`config.mk`:
```
export PLATFORM = sky130hd
export DESIGN_NAME = irq_pick_top
export DESIGN_NICKNAME = d
export VERILOG_FILES = /design/src/rtl/irq_pick_pkg.sv /design/src/rtl/irq_pick_lzc.sv /design/src/rtl/irq_pick_merge.sv /design/src/rtl/irq_pick_out.sv /design/src/rtl/irq_pick_top.sv
export SDC_FILE = /design/constraint.sdc
export NUM_CORES = 1
export LEC_CHECK = 0
export ABC_AREA = 1
export BUFFER_PORTS_ARGS = -buffer_cell sky130_fd_sc_hd__buf_2
export CELL_PAD_IN_SITES_DETAIL_PLACEMENT = 0
export CELL_PAD_IN_SITES_GLOBAL_PLACEMENT = 1
export CORE_ASPECT_RATIO = 1.4
export CORE_UTILIZATION = 31
export DETAILED_ROUTE_END_ITERATION = 6
export PLACE_DENSITY = 0.87
export SETUP_SLACK_MARGIN = 0.15
export SKIP_LAST_GASP = 1
export SYNTH_ARGS = -nofsm -noshare
export SYNTH_HDL_FRONTEND = slang
export SYNTH_SLANG_ARGS = --single-unit
```
`constraint.sdc`:
```
create_clock -name clk -period 5.9 [get_ports clk]
set_input_delay 0.59 -clock clk [delete_from_list [all_inputs] [get_ports clk]]
set_output_delay 0.59 -clock clk [all_outputs]
set_load 0.02 [all_outputs]
```
`src/rtl/irq_pick_pkg.sv`:
```
package irq_pick_pkg;

    typedef enum logic [1:0] {
        SRC_NONE = 2'd0,
        SRC_EXT  = 2'd1,
        SRC_INT  = 2'd2,
        SRC_NMI  = 2'd3
    } pick_src_e;

    function automatic int lvl_bits(input int mask_w);
        return $clog2(mask_w) + 2;
    endfunction

endpackage

```
`src/rtl/irq_pick_lzc.sv`:
```
module irq_pick_lzc #(
    parameter int W  = 32,
    parameter int CW = $clog2(W + 1)
) (
    input  logic [W-1:0]  vec_i,
    output logic [CW-1:0] cnt_o,
    output logic          empty_o
);

    always_comb begin
        cnt_o = CW'(W);
        for (int i = 0; i < W; i++) begin
            if (vec_i[i]) cnt_o = CW'(W - 1 - i);
        end
        empty_o = (cnt_o == CW'(W));
    end

endmodule

```
`src/rtl/irq_pick_merge.sv`:
```
module irq_pick_merge
    import irq_pick_pkg::*;
#(
    parameter int MASK_W = 32,
    parameter int LVL_W  = 7,
    parameter int CW     = $clog2(MASK_W + 1)
) (
    input  logic                    nmi_i,
    input  logic [CW-1:0]           lzc_i,
    input  logic                    empty_i,
    input  logic signed [LVL_W-1:0] int_lvl_i,
    output pick_src_e               src_o,
    output logic signed [LVL_W-1:0] lvl_o
);

    localparam logic signed [LVL_W-1:0] LVL_NONE = '1;
    localparam logic signed [LVL_W-1:0] LVL_NMI  = LVL_W'(MASK_W);
    localparam logic signed [LVL_W-1:0] LVL_TOP  = LVL_W'(MASK_W - 1);

    logic signed [LVL_W-1:0] ext_lvl;
    logic                    int_wins;

    always_comb begin
        ext_lvl  = LVL_TOP - $signed(LVL_W'(lzc_i));
        int_wins = (int_lvl_i != LVL_NONE) && (int_lvl_i > ext_lvl);
        if (nmi_i) begin
            src_o = SRC_NMI;
            lvl_o = LVL_NMI;
        end else if (empty_i) begin
            src_o = SRC_NONE;
            lvl_o = LVL_NONE;
        end else if (int_wins) begin
            src_o = SRC_INT;
            lvl_o = int_lvl_i;
        end else begin
            src_o = SRC_EXT;
            lvl_o = ext_lvl;
        end
    end

endmodule

```
`src/rtl/irq_pick_out.sv`:
```
module irq_pick_out
    import irq_pick_pkg::*;
#(
    parameter int LVL_W = 7
) (
    input  logic                    clk,
    input  logic                    rst,
    input  logic                    chk_i,
    input  pick_src_e               src_i,
    input  logic signed [LVL_W-1:0] lvl_i,
    output logic                    take_o,
    output logic                    is_nmi_o,
    output logic                    nmi_ack_o,
    output logic signed [LVL_W-1:0] level_o
);

    always_ff @(posedge clk) begin
        if (rst) begin
            take_o    <= 1'b0;
            is_nmi_o  <= 1'b0;
            nmi_ack_o <= 1'b0;
            level_o   <= '1;
        end else if (chk_i) begin
            take_o    <= (src_i != SRC_NONE);
            is_nmi_o  <= (src_i == SRC_NMI);
            nmi_ack_o <= (src_i == SRC_NMI);
            level_o   <= lvl_i;
        end else begin
            take_o    <= 1'b0;
            is_nmi_o  <= 1'b0;
            nmi_ack_o <= 1'b0;
        end
    end

endmodule

```
`src/rtl/irq_pick_top.sv`:
```
module irq_pick_top
    import irq_pick_pkg::*;
#(
    parameter int MASK_W = 32,
    parameter int LVL_W  = lvl_bits(MASK_W)
) (
    input  logic                    clk,
    input  logic                    rst,
    input  logic                    chk_i,
    input  logic                    nmi_i,
    input  logic [MASK_W-1:0]       ext_mask_i,
    input  logic signed [LVL_W-1:0] int_lvl_i,
    output logic                    take_o,
    output logic                    is_nmi_o,
    output logic                    nmi_ack_o,
    output logic signed [LVL_W-1:0] level_o
);

    localparam int CW = $clog2(MASK_W + 1);

    logic [CW-1:0]           lzc;
    logic                    empty;
    pick_src_e               src;
    logic signed [LVL_W-1:0] lvl;

    irq_pick_lzc #(.W(MASK_W), .CW(CW)) u_lzc (
        .vec_i   (ext_mask_i),
        .cnt_o   (lzc),
        .empty_o (empty)
    );

    irq_pick_merge #(.MASK_W(MASK_W), .LVL_W(LVL_W), .CW(CW)) u_merge (
        .nmi_i     (nmi_i),
        .lzc_i     (lzc),
        .empty_i   (empty),
        .int_lvl_i (int_lvl_i),
        .src_o     (src),
        .lvl_o     (lvl)
    );

    irq_pick_out #(.LVL_W(LVL_W)) u_out (
        .clk       (clk),
        .rst       (rst),
        .chk_i     (chk_i),
        .src_i     (src),
        .lvl_i     (lvl),
        .take_o    (take_o),
        .is_nmi_o  (is_nmi_o),
        .nmi_ack_o (nmi_ack_o),
        .level_o   (level_o)
    );

endmodule

```
==> metrics.log, run 1 <==
[metrics] Power Internal: about 0.14 mW
[metrics] power per unit of standard cell area: around 150 mW/mm^2
[metrics] maximum ir drop on the vdd rail: 128 uV
[metrics] largest net degree at the start of global routing: 10
[metrics] headroom to the max-slew limit: between 60% and 70%
[metrics] library cell occupying the most area in the post-synthesis netlist: sky130_fd_sc_hd__nand2_1
[metrics] worst slack at placement: roughly 2700 ps
[metrics] number of resized instances in the post-cts repair step: 0
[metrics] die boundary width: 52.3 um
[metrics] fin crit share: about half
[metrics] RSZ-0062 raised after global routing: no
[metrics] First-pass DRT Iterations: 4
[metrics] mean number of vias per cell: 4.47
[metrics] placement row count: 25
[metrics] global-route wire length before repair: 4400 um
[metrics] CTS tree: yes
[metrics] Die Ht: between 70 and 80 um
[metrics] Switching Power: 0.0683 mW
[metrics] main combinational cell family by area after synthesis: simple AND/OR/NAND/NOR gates
[metrics] sequential share of the synthesized area: 16.4%
[metrics] area inside the core boundary: approximately 0.0034 sq mm
[metrics] area overhead of the layout relative to synthesis: 31.3%
[metrics] YS warnings: 0
[metrics] share of layout cells above drive strength 1: between 20 and 30%
[metrics] actual transition at the worst max-transition pin: about 450 ps
[metrics] final hold violation count: 0
[metrics] CTS Root Cell: sky130_fd_sc_hd__clkbuf_8
[metrics] Post-CTS Setup Repair Bufs: 0
[metrics] Max Fanout on Critical Path: 7
[metrics] Routed WL per cell: about 8.3 um
[metrics] area share of and/or/nand/nor cells after synthesis: 51.1%
[metrics] detailed-route wire length: about 2500 um
[metrics] Worst Hold Class: flop to flop
[metrics] net switching fraction of the power: 32.3%
[metrics] register share of total power: between 30% and 40%
[metrics] antenna violations before repair: 0
[metrics] combinational share of power: 34.7%
[metrics] final period demand of the worst path: 2940 ps
[metrics] antenna diode count: 0
[metrics] adder and majority cell fraction of the synthesized area: a little under 7%
[metrics] leakage power: 0.821 nW
[metrics] Clk network pwr share: 33.5%
[metrics] PortBufs: 52
[metrics] CTS buffer count: 3
[metrics] hold buffer count at cts: 0
[metrics] combined area of all synthesized cells: 0.00110 sq mm
[metrics] routed via count: 1332
[metrics] max-capacitance violation count: 0
[metrics] final worst slack: 2960 ps
[metrics] startpoint of the tightest hold check path: u_out.level_o[4]
[metrics] data arrival time of the critical path: 3060 ps
[metrics] top-area cell type share of the netlist area: about 24%
[metrics] flip-flop and latch count after synthesis: 9
[metrics] worst clock skew on the final layout: 0 ps
[metrics] syn_nets: 253
[metrics] reg-to-reg endpoint: u_out.level_o[2]
[metrics] # DRC: 0
[metrics] xor/xnor share of the synthesized area: 0%
[metrics] CP endpoint kind: flop
[metrics] FMAX: roughly 0.34 GHz
[metrics] Register-to-Register Setup Slack: 5290 ps
[metrics] mux share of post-synthesis cell area: 0%
[metrics] # placed instances: 294
[metrics] post-layout net count: 308
[metrics] Mapped Avg Cell Area: 5.39 sq um
[metrics] clk slew on worst S/H paths: 50 ps
[metrics] top post-synthesis cells by area: sky130_fd_sc_hd__nand2_1 (24%), sky130_fd_sc_hd__dfxtp_1 (16%), sky130_fd_sc_hd__inv_1 (13%)
[metrics] post-synthesis compound-gate area fraction: 10.0%
[metrics] accumulated negative setup slack: 0 ps
[metrics] clock latency on the worst-skew pair: 230 ps
[metrics] max-slew violation total from the final report: 0
[metrics] destination of the worst hold path: u_out.level_o[4]
[metrics] Synth Instances: 204
[metrics] global placer's final weighted congestion: just over 0.8
[metrics] critical path required time: around 6000 ps
[metrics] Crit Path Class: input port to flop
[metrics] result of the run: complete, no violations
[metrics] maximum number of buffers from clock root to sink: 2
[metrics] gr ovfl total: 0
[metrics] Detailed Place HPWL: 2220 um
[metrics] cell depth of the worst flop-to-flop path: 2
[metrics] startpoint of the lowest-slack register-to-register path: u_out.level_o[2]
[metrics] GRT Resource Usage Total: roughly 15%
[metrics] worst hold path depth: 2
[metrics] initial cell density of the core: approximately 33%
[metrics] antenna-violating nets left: 0
[metrics] number of levels in the clock H-tree: 1
[metrics] via count of the first global-routing pass: 1193
[metrics] die area: 0.00379 sq mm
[metrics] kind of start point of the critical path: input port
[metrics] number of different library cells in the post-synthesis netlist: 25
[metrics] setup violation total in the final timing report: 0
[metrics] clock net sink count: 9
[metrics] final cell count without fillers: between 200 and 300
[metrics] drt initial violations: 13
[metrics] num ports: 53
## power by group through the flow
stage | Sequential [mW] | Clock, mW | Combinational [mW]
after CTS | 0.0673 | 0.0718 | 0.0743
after global routing | 0.0677 | 0.0761 | 0.0846
after floorplan | 0.0740 | 0 | 0.0392
after global placement | 0.0682 | 0 | 0.0737
final | 0.0672 | 0.0708 | 0.0732
after detailed placement | 0.0684 | 0 | 0.0740
## critical path, stage by stage
cell	delay [ps]
sky130_fd_sc_hd__buf_2	100
sky130_fd_sc_hd__inv_1	50
sky130_fd_sc_hd__nand2_2	50
sky130_fd_sc_hd__nor3_1	160
sky130_fd_sc_hd__inv_1	80
sky130_fd_sc_hd__nor2_1	170
sky130_fd_sc_hd__nand2_1	70
sky130_fd_sc_hd__nor2_1	360
sky130_fd_sc_hd__inv_2	120
sky130_fd_sc_hd__ha_1	360
sky130_fd_sc_hd__nand2_1	90
sky130_fd_sc_hd__nor2_1	150
sky130_fd_sc_hd__nand2_1	60
sky130_fd_sc_hd__o21ai_1	120
sky130_fd_sc_hd__inv_1	90
sky130_fd_sc_hd__nand3_4	130
sky130_fd_sc_hd__nand2_1	80
sky130_fd_sc_hd__inv_2	60
sky130_fd_sc_hd__nand2_1	40
sky130_fd_sc_hd__nand3_1	70
sky130_fd_sc_hd__nand2_1	40
## routing by layer
layer	share of wire, %	GRT usage [%]
met1	41	15.4
met2	54	28.8
met3	4.1	1.26
met4	0.93	6.14
met5	0	0
## flip-flops by register name (all words and copies together), names as in the netlist
name and count:
u_out.is_nmi_o 1, u_out.take_o 1, u_out.level_o 7
## logic make-up after synthesis
group           after synthesis
compound gates               20
fa+ha+maj                     6
buf+inv                      45
flops                         9
simple gates                124
## worst max-delay path by stage
stage / from / endpoint / slack (ps) / cells after the start
2_1_floorplan: ext_mask_i[0] / u_out.level_o[0] / 3110 / 36
3_3_place_gp: ext_mask_i[1] / u_out.level_o[4] / 2750 / 38
3_5_place_dp: ext_mask_i[1] / u_out.level_o[4] / 2720 / 21
4_1_cts: ext_mask_i[1] / u_out.level_o[3] / 2960 / 38
5_1_grt: ext_mask_i[1] / u_out.level_o[3] / 2550 / 38
6_report: ext_mask_i[1] / u_out.level_o[4] / 2960 / 21
## layout make-up
type	instances	area [sq um]
Timing Repair Buffer	52	260
Sequential cell	9	180
Clock buffer	4	45.0
Tap cell	40	50.0
Inverter	43	161
Fill cell	414	1930
Multi-Input combinational cell	150	747
## placed cells by master, fill, tap and decap left out, types with 5 or more instances in the layout
cell type / synthesis / routed
sky130_fd_sc_hd__a21oi_1: 13 / 13
sky130_fd_sc_hd__buf_2: 0 / 52
sky130_fd_sc_hd__dfxtp_1: 9 / 9
sky130_fd_sc_hd__ha_1: 6 / 6
sky130_fd_sc_hd__inv_1: 37 / 37
sky130_fd_sc_hd__inv_2: 5 / 5
sky130_fd_sc_hd__nand2_1: 71 / 71
sky130_fd_sc_hd__nand3_1: 10 / 10
sky130_fd_sc_hd__nand4_1: 7 / 7
sky130_fd_sc_hd__nor2_1: 21 / 21
sky130_fd_sc_hd__nor2_2: 5 / 5
## synthesized netlist by cell type
cell type / n
sky130_fd_sc_hd__clkinv_1: 1
sky130_fd_sc_hd__inv_1: 37
sky130_fd_sc_hd__nor2_2: 5
sky130_fd_sc_hd__nor2_1: 21
sky130_fd_sc_hd__nand2_1: 71
sky130_fd_sc_hd__nand2_2: 2
sky130_fd_sc_hd__a31oi_1: 2
sky130_fd_sc_hd__inv_2: 5
sky130_fd_sc_hd__clkbuf_1: 1
sky130_fd_sc_hd__o21ai_1: 2
sky130_fd_sc_hd__or2_2: 1
sky130_fd_sc_hd__nand4_1: 7
sky130_fd_sc_hd__ha_1: 6
sky130_fd_sc_hd__a211oi_1: 1
sky130_fd_sc_hd__nor2_4: 3
sky130_fd_sc_hd__nor3_1: 1
sky130_fd_sc_hd__nand3_2: 1
sky130_fd_sc_hd__buf_4: 1
sky130_fd_sc_hd__nand3_4: 1
sky130_fd_sc_hd__nor4_1: 1
sky130_fd_sc_hd__a21oi_1: 13
sky130_fd_sc_hd__o21bai_1: 1
sky130_fd_sc_hd__nand3_1: 10
sky130_fd_sc_hd__o211ai_1: 1
sky130_fd_sc_hd__dfxtp_1: 9
## per-stage QoR
stage               hold WS [ps]  util [%]  power [mW]  area, sq um
finish                       456      42.7       0.211         1440
global route                 484      42.7       0.228         1440
CTS                          460      42.7       0.213         1440
detailed placement           449      41.4       0.142         1400
global placement             444      41.4       0.142         1400
floorplan                    595         -       0.113         1100
(Power assumes the default switching activity.)
==> inputs of run 2 (changes only) <==
- CORE_UTILIZATION: 31 -> 29
- PLACE_DENSITY: 0.87 -> 0.83
- clock period: 5.9 -> 3 ns (I/O delays scaled with it)
==> run 2 against run 1 <==
Effect of this change:
- sequential share of layout area down 0.36 points
- count of clock-buffer cells in the layout stayed put
- largest cell class unchanged
- critical endpoint is now u_out.level_o[0]
- register-to-register slack worse by 2900 ps
- highest routed layer unchanged
- sequential power up 96%
- final area rose by 2.9%
==> metrics.log, run 2 (synthesized netlist as in run 1, its figures left out) <==
[metrics] worst slack at placement: 106 ps (-2610 ps)
[metrics] RSZ-0062 raised after global routing: yes
[metrics] Crit Path Class: input port to flop
[metrics] Switching Power: 0.136 mW (+99%)
[metrics] hold buffer count at cts: 0 (unchanged)
[metrics] share of layout cells above drive strength 1: 30.5% (+2.2 points)
[metrics] commonest cells after routing, fill and taps aside: sky130_fd_sc_hd__nand2_1 (68), sky130_fd_sc_hd__buf_2 (50), sky130_fd_sc_hd__inv_1 (36)
[metrics] initial cell density of the core: 30.2% (-2.4 points)
[metrics] Power Internal: 0.284 mW (+99%)
[metrics] post-layout net count: 309 (+0.32%)
[metrics] First-pass DRT Iterations: 4 (unchanged)
[metrics] Detailed Place HPWL: 2300 um (+3.6%)
[metrics] max-capacitance violation count: 0 (unchanged)
[metrics] biggest registers after layout: u_out.level_o: 7 flops, u_out.is_nmi_o: 1 flops, u_out.take_o: 1 flops
[metrics] Most flops, register: u_out.level_o
[metrics] die area: 0.00405 sq mm (+6.7%)
[metrics] leakage power: 0.831 nW (+1.2%)
[metrics] total non-filler cell area in the finished layout: 0.00149 sq mm (+2.9%)
[metrics] antenna-violating nets left: 0 (unchanged)
[metrics] layer carrying the most global-route usage: met2
[metrics] via count of the first global-routing pass: 1183 (-0.84%)
[metrics] met2 Use GR: 28.5% (-0.30 points)
[metrics] maximum ir drop on the vdd rail: 234 uV (+83%)
[metrics] accumulated negative setup slack: 0 ps (unchanged)
[metrics] CTS buffer count: 3 (unchanged)
[metrics] fin crit share: 85.5%
[metrics] Placed Instance Area: 0.00141 sq mm (+0.72%)
[metrics] met3 routing resource usage after global routing: 0.202% (-1.1 points)
[metrics] slowest stage delay, CP: 150 ps (-210 ps)
[metrics] number of levels in the clock H-tree: 1 (unchanged)
[metrics] max-slew violation total from the final report: 0 (unchanged)
[metrics] Clk network pwr share: 32.8% (-0.7 points)
[metrics] Routed WL per cell: 8.57 um (+3.2%)
[metrics] antenna diode count: 0 (unchanged)
[metrics] most common cell after layout, fill and taps aside: sky130_fd_sc_hd__nand2_1
[metrics] gr ovfl total: 0 (unchanged)
[metrics] result of the run: complete, no violations
[metrics] PortBufs: 52 (unchanged)
[metrics] CTS tree: yes
[metrics] Worst Hold Class: input port to flop
[metrics] maximum number of buffers from clock root to sink: 2 (unchanged)
[metrics] largest net degree at the start of global routing: 10 (unchanged)
[metrics] num ports: 53 (unchanged)
[metrics] placement row count: 26 (+4.0%)
[metrics] antenna violations before repair: 0 (unchanged)
[metrics] max FFs per register: 7 (unchanged)
[metrics] routed via count: 1358 (+2.0%)
[metrics] area inside the core boundary: 0.00364 sq mm (+7.9%)
[metrics] detailed-route wire length: 2580 um (+4.3%)
[metrics] area overhead of the layout relative to synthesis: 35.2%
[metrics] kind of start point of the critical path: input port
[metrics] critical path required time: 3120 ps (-2900 ps)
[metrics] combinational share of power: 35.8% (+1.1 points)
[metrics] CP endpoint kind: flop
[metrics] Max Fanout on Critical Path: 7 (unchanged)
[metrics] standard cell with the maximum stage delay on the critical path: sky130_fd_sc_hd__ha_4
[metrics] die boundary width: 54.0 um (+3.3%)
[metrics] clk slew on worst S/H paths: 40 ps (about the same)
[metrics] GRT Resource Usage Total: 14.4% (-0.38 points)
[metrics] net switching fraction of the power: 32.4% (+0.047 points)
[metrics] register share of total power: 31.4% (-0.4 points)
[metrics] final worst slack: 435 ps (-2530 ps)
[metrics] clock net sink count: 9 (unchanged)
[metrics] drt initial violations: 14 (+1)
[metrics] FMAX: slightly below 0.4 GHz
[metrics] dominant cell type by count on the critical path: sky130_fd_sc_hd__nand2_1
[metrics] setup violation total in the final timing report: 0 (unchanged)
[metrics] final hold violation count: 0 (unchanged)
[metrics] mean number of vias per cell: 4.51 (+0.94%)
[metrics] final period demand of the worst path: 2570 ps
[metrics] Die Ht: 74.9 um (+3.3%)
[metrics] CTS Root Cell: sky130_fd_sc_hd__clkbuf_8
[metrics] post-route core utilization: 40.8% (-1.9 points)
[metrics] global placer's final weighted congestion: 0.838 (+3.0%)
[metrics] power per unit of standard cell area: 283 mW/mm^2 (+93%)
[metrics] headroom to the max-slew limit: 75.7% (+6.0 points)
[metrics] actual transition at the worst max-transition pin: 363 ps (-89.6 ps)
[metrics] global-route wire length before repair: 4450 um (+1.1%)
[metrics] data arrival time of the critical path: 2690 ps (-370 ps)
[metrics] # DRC: 0 (unchanged)
[metrics] clock latency on the worst-skew pair: 230 ps (about the same)
[metrics] met1 usage in global routing: 14.7% (-0.71 points)
[metrics] worst clock skew on the final layout: 0 ps (unchanged)
[run 2: cell type report]
class | count | area (sq um)
inverters | 43 | 161
multi-input cells | 150 | 767
fillers | 449 | 2160
flip-flops and latches | 9 | 180
well taps | 42 | 52.6
clock buffers | 4 | 45.0
repair buffers | 53 | 280
[run 2: worst max-delay path, delay by kind of cell]
kind	cells	cell delay, ps
buf+inv	2	120
simple gates	34	1970
compound gates	1	120
fa+ha+maj	1	150
[run 2: worst paths after layout]
path	from	endpoint	slack (ps)	cells past startpoint
setup / recovery	ext_mask_i[1]	u_out.level_o[0]	430	38
hold / removal	chk_i	u_out.level_o[5]	280	3
setup reg to reg	u_out.level_o[2]	u_out.level_o[2]	2390	2
hold reg to reg	u_out.level_o[4]	u_out.level_o[4]	450	2
[run 2: what timing repair did]
action,in CTS,in global routing
gates resized for setup,0,8
buffers inserted,0,0
endpoints found under the setup margin,0,7
[run 2: metal layers]
layer | vias up | routed length [um]
li1 | 741 | -
met1 | 577 | 1040
met4 | 0 | 44
met5 | - | 0
met3 | 4 | 123
met2 | 36 | 1370
[run 2: through the flow]
step           power [mW]  std cells  hold WS, ps
2_1_floorplan       0.223        204          403
3_3_place_gp        0.280        297          445
3_5_place_dp        0.281        297          448
4_1_cts             0.423        301          273
5_1_grt             0.458        301          282
6_report            0.420        301          276
[run 2: power groups by stage]
stage	clock network [mW]	logic, mW	registers, mW
4_1_cts	0.143	0.148	0.132
5_1_grt	0.150	0.175	0.133
6_report	0.138	0.150	0.132
2_1_floorplan	0	0.0770	0.146
3_3_place_gp	0	0.146	0.134
3_5_place_dp	0	0.147	0.134
==> inputs of run 3 (changes only) <==
- CORE_UTILIZATION: 29 -> 30
- CTS_BUF_LIST: not set -> sky130_fd_sc_hd__clkbuf_4 sky130_fd_sc_hd__clkbuf_8
- PLACE_DENSITY: 0.83 -> 0.85
==> run 3 against run 2 <==
Effect of this change:
- core utilization is 3.1 points higher
- power is 2.9% higher
- sequential power hardly changed
- via count is 2.5% lower
- combinational power is 3% higher
- clock power is 6% higher
- register-to-register slack hardly changed
- non-clock buffer count is 3 higher
- worst setup slack worse by 57 ps
- wire length is 0.74% lower
- worst hold slack better by 1.7 ps
- critical endpoint is now u_out.level_o[1]
- largest cell class unchanged
- largest power group unchanged
- highest routed layer unchanged
==> metrics.log, run 3 (synthesized netlist as in run 1, its figures left out) <==
[metrics] Crit Path Class: input port to flop
[metrics] fin crit share: 87.4% (+1.9 points)
[metrics] num ports: 53 (unchanged)
[metrics] cell depth of the worst flop-to-flop path: 2 (unchanged)
[metrics] area overhead of the layout relative to synthesis: 37.2%
[metrics] Register-to-Register Setup Slack: 2380 ps (about the same)
[metrics] final hold violation count: 0 (unchanged)
[metrics] GRT Resource Usage Total: 14.5% (+0.039 points)
[metrics] die area: 0.00392 sq mm (-3.2%)
[metrics] Detailed Place HPWL: 2240 um (-2.4%)
[metrics] CP endpoint kind: flop
[metrics] headroom to the max-slew limit: 70.9% (-4.8 points)
[metrics] clock net sink count: 9 (unchanged)
[metrics] net switching fraction of the power: 31.3% (-1.1 points)
[metrics] standard cell with the maximum stage delay on the critical path: sky130_fd_sc_hd__ha_2
[metrics] max-capacitance violation count: 0 (unchanged)
[metrics] Die Ht: 73.6 um (-1.6%)
[metrics] global placer's final weighted congestion: 0.770 (-8.2%)
[metrics] detailed-route wire length: 2560 um (-0.74%)
[metrics] post-layout net count: 312 (+0.97%)
[metrics] number of levels in the clock H-tree: 1 (unchanged)
[metrics] clk slew on worst S/H paths: 40 ps (about the same)
[metrics] max FFs per register: 7 (unchanged)
[metrics] Routed WL per cell: 8.48 um (-1.1%)
[metrics] # DRC: 0 (unchanged)
[metrics] RSZ-0062 raised after global routing: yes
[metrics] mean number of vias per cell: 4.38 (-2.8%)
[metrics] dominant cell type by count on the critical path: sky130_fd_sc_hd__nand2_1
[metrics] antenna violations before repair: 0 (unchanged)
[metrics] Switching Power: 0.135 mW (-0.56%)
[metrics] final period demand of the worst path: 2620 ps (+57.4 ps)
[metrics] kind of start point of the critical path: input port
[metrics] die boundary width: 53.2 um (-1.6%)
[metrics] routed via count: 1324 (-2.5%)
[metrics] actual transition at the worst max-transition pin: 435 ps (+71.1 ps)
[metrics] critical path required time: 3120 ps (about the same)
[metrics] data arrival time of the critical path: 2740 ps (+50 ps)
[metrics] setup violation total in the final timing report: 0 (unchanged)
[metrics] CTS tree: yes
[metrics] startpoint of the lowest-slack register-to-register path: u_out.level_o[4]
[metrics] gr ovfl total: 0 (unchanged)
[metrics] maximum ir drop on the vdd rail: 250 uV (+6.7%)
[metrics] overall power of the completed layout: 0.432 mW (+2.9%)
[metrics] worst slack on hold paths: 278 ps (+1.70 ps)
[metrics] First-pass DRT Iterations: 4 (unchanged)
[metrics] commonest cells after routing, fill and taps aside: sky130_fd_sc_hd__nand2_1 (70), sky130_fd_sc_hd__buf_2 (50), sky130_fd_sc_hd__inv_1 (36)
[metrics] max-slew violation total from the final report: 0 (unchanged)
[metrics] drt initial violations: 16 (+2)
[metrics] CTS buffer count: 3 (unchanged)
[metrics] Max Fanout on Critical Path: 5 (-2)
[metrics] slowest stage delay, CP: 270 ps (+120 ps)
[metrics] most common cell after layout, fill and taps aside: sky130_fd_sc_hd__nand2_1
[metrics] share of layout cells above drive strength 1: 31.7% (+1.2 points)
[metrics] accumulated negative setup slack: 0 ps (unchanged)
[metrics] register share of total power: 30.6% (-0.8 points)
[metrics] via count of the first global-routing pass: 1211 (+2.4%)
[metrics] biggest registers after layout: u_out.level_o: 7 flops, u_out.is_nmi_o: 1 flops, u_out.take_o: 1 flops
[metrics] PortBufs: 52 (unchanged)
[metrics] global-route wire length before repair: 4490 um (+0.79%)
[metrics] Worst Setup EP: u_out.level_o[1]
[metrics] Power Internal: 0.297 mW (+4.5%)
[metrics] Most flops, register: u_out.level_o
[metrics] fill cell total of the finished layout: 404 (-10%)
[metrics] FMAX: 0.381 GHz (-2.2%)
[metrics] reg-to-reg endpoint: u_out.level_o[4]
[metrics] Clk network pwr share: 33.8% (+1.0 points)
[metrics] antenna diode count: 0 (unchanged)
[metrics] combinational share of power: 35.6% (-0.2 points)
[metrics] result of the run: complete, no violations
[metrics] power per unit of standard cell area: 287 mW/mm^2 (+1.3%)
[metrics] placement row count: 25 (-3.8%)
[metrics] worst clock skew on the final layout: 0 ps (unchanged)
[metrics] initial cell density of the core: 32.0% (+1.8 points)
[metrics] leakage power: 0.849 nW (+2.2%)
[metrics] largest net degree at the start of global routing: 10 (unchanged)
[metrics] Worst Hold Class: input port to flop
[metrics] area inside the core boundary: 0.00344 sq mm (-5.6%)
[metrics] CP Launch Point: ext_mask_i[2]
[metrics] antenna-violating nets left: 0 (unchanged)
[metrics] clock latency on the worst-skew pair: 230 ps (about the same)
[metrics] maximum number of buffers from clock root to sink: 2 (unchanged)
[metrics] CTS Root Cell: sky130_fd_sc_hd__clkbuf_8
[run 3: worst min-delay path by stage]
stage / start / endpoint / cells after the start
after floorplan: chk_i / u_out.level_o[5] / 2
after global placement: u_out.level_o[5] / u_out.level_o[5] / 2
after detailed placement: u_out.level_o[5] / u_out.level_o[5] / 2
after CTS: chk_i / u_out.level_o[5] / 3
after global routing: chk_i / u_out.level_o[5] / 3
final: chk_i / u_out.level_o[5] / 3
[run 3: worst max-delay path: cells and delay by family]
kind	cells	cell delay, ps
adders and majority gates	1	270
and+or+nand+nor	31	1760
AOI/OAI and AO/OA	2	190
buffers and inverters	2	220
[run 3: area by class of cell]
class / count / area (sq um) / area share [%]
timing repair buffer: 56 / 307 / 20.3
multi-input combinational: 150 / 762 / 50.5
sequential: 9 / 180 / 11.9
inverter: 43 / 161 / 10.7
tap: 40 / 50.0 / 3.32
clock buffer: 4 / 48.8 / 3.23
[run 3: per-layer routing]
layer	vias to the layer above	wire [um]	GRT usage, %
met3	2	113	0.828
met1	543	1050	15.1
met4	0	18	5.26
met5	-	0	0
met2	35	1380	28.8
li1	744	-	-
[run 3: metrics by stage]
stage	cells	instance area (sq um)	utilization [%]	setup slack [ps]
6_report	302	1510	43.9	377
5_1_grt	302	1510	43.9	22.6
3_3_place_gp	295	1410	40.9	131
2_1_floorplan	204	1100	-	499
3_5_place_dp	295	1410	40.9	119
4_1_cts	299	1460	42.3	346
[run 3: power groups by stage]
stage | registers, mW | clock network, mW | logic, mW
2_1_floorplan | 0.146 | 0 | 0.0770
3_3_place_gp | 0.134 | 0 | 0.146
3_5_place_dp | 0.134 | 0 | 0.146
4_1_cts | 0.132 | 0.149 | 0.147
5_1_grt | 0.133 | 0.154 | 0.178
6_report | 0.132 | 0.146 | 0.154
[run 3: what timing repair did]
action | in CTS | in global routing
hold buffers | 0 | 0
buffers inserted | 0 | 3
gates resized for setup | 0 | 8
setup endpoints to repair | 0 | 7
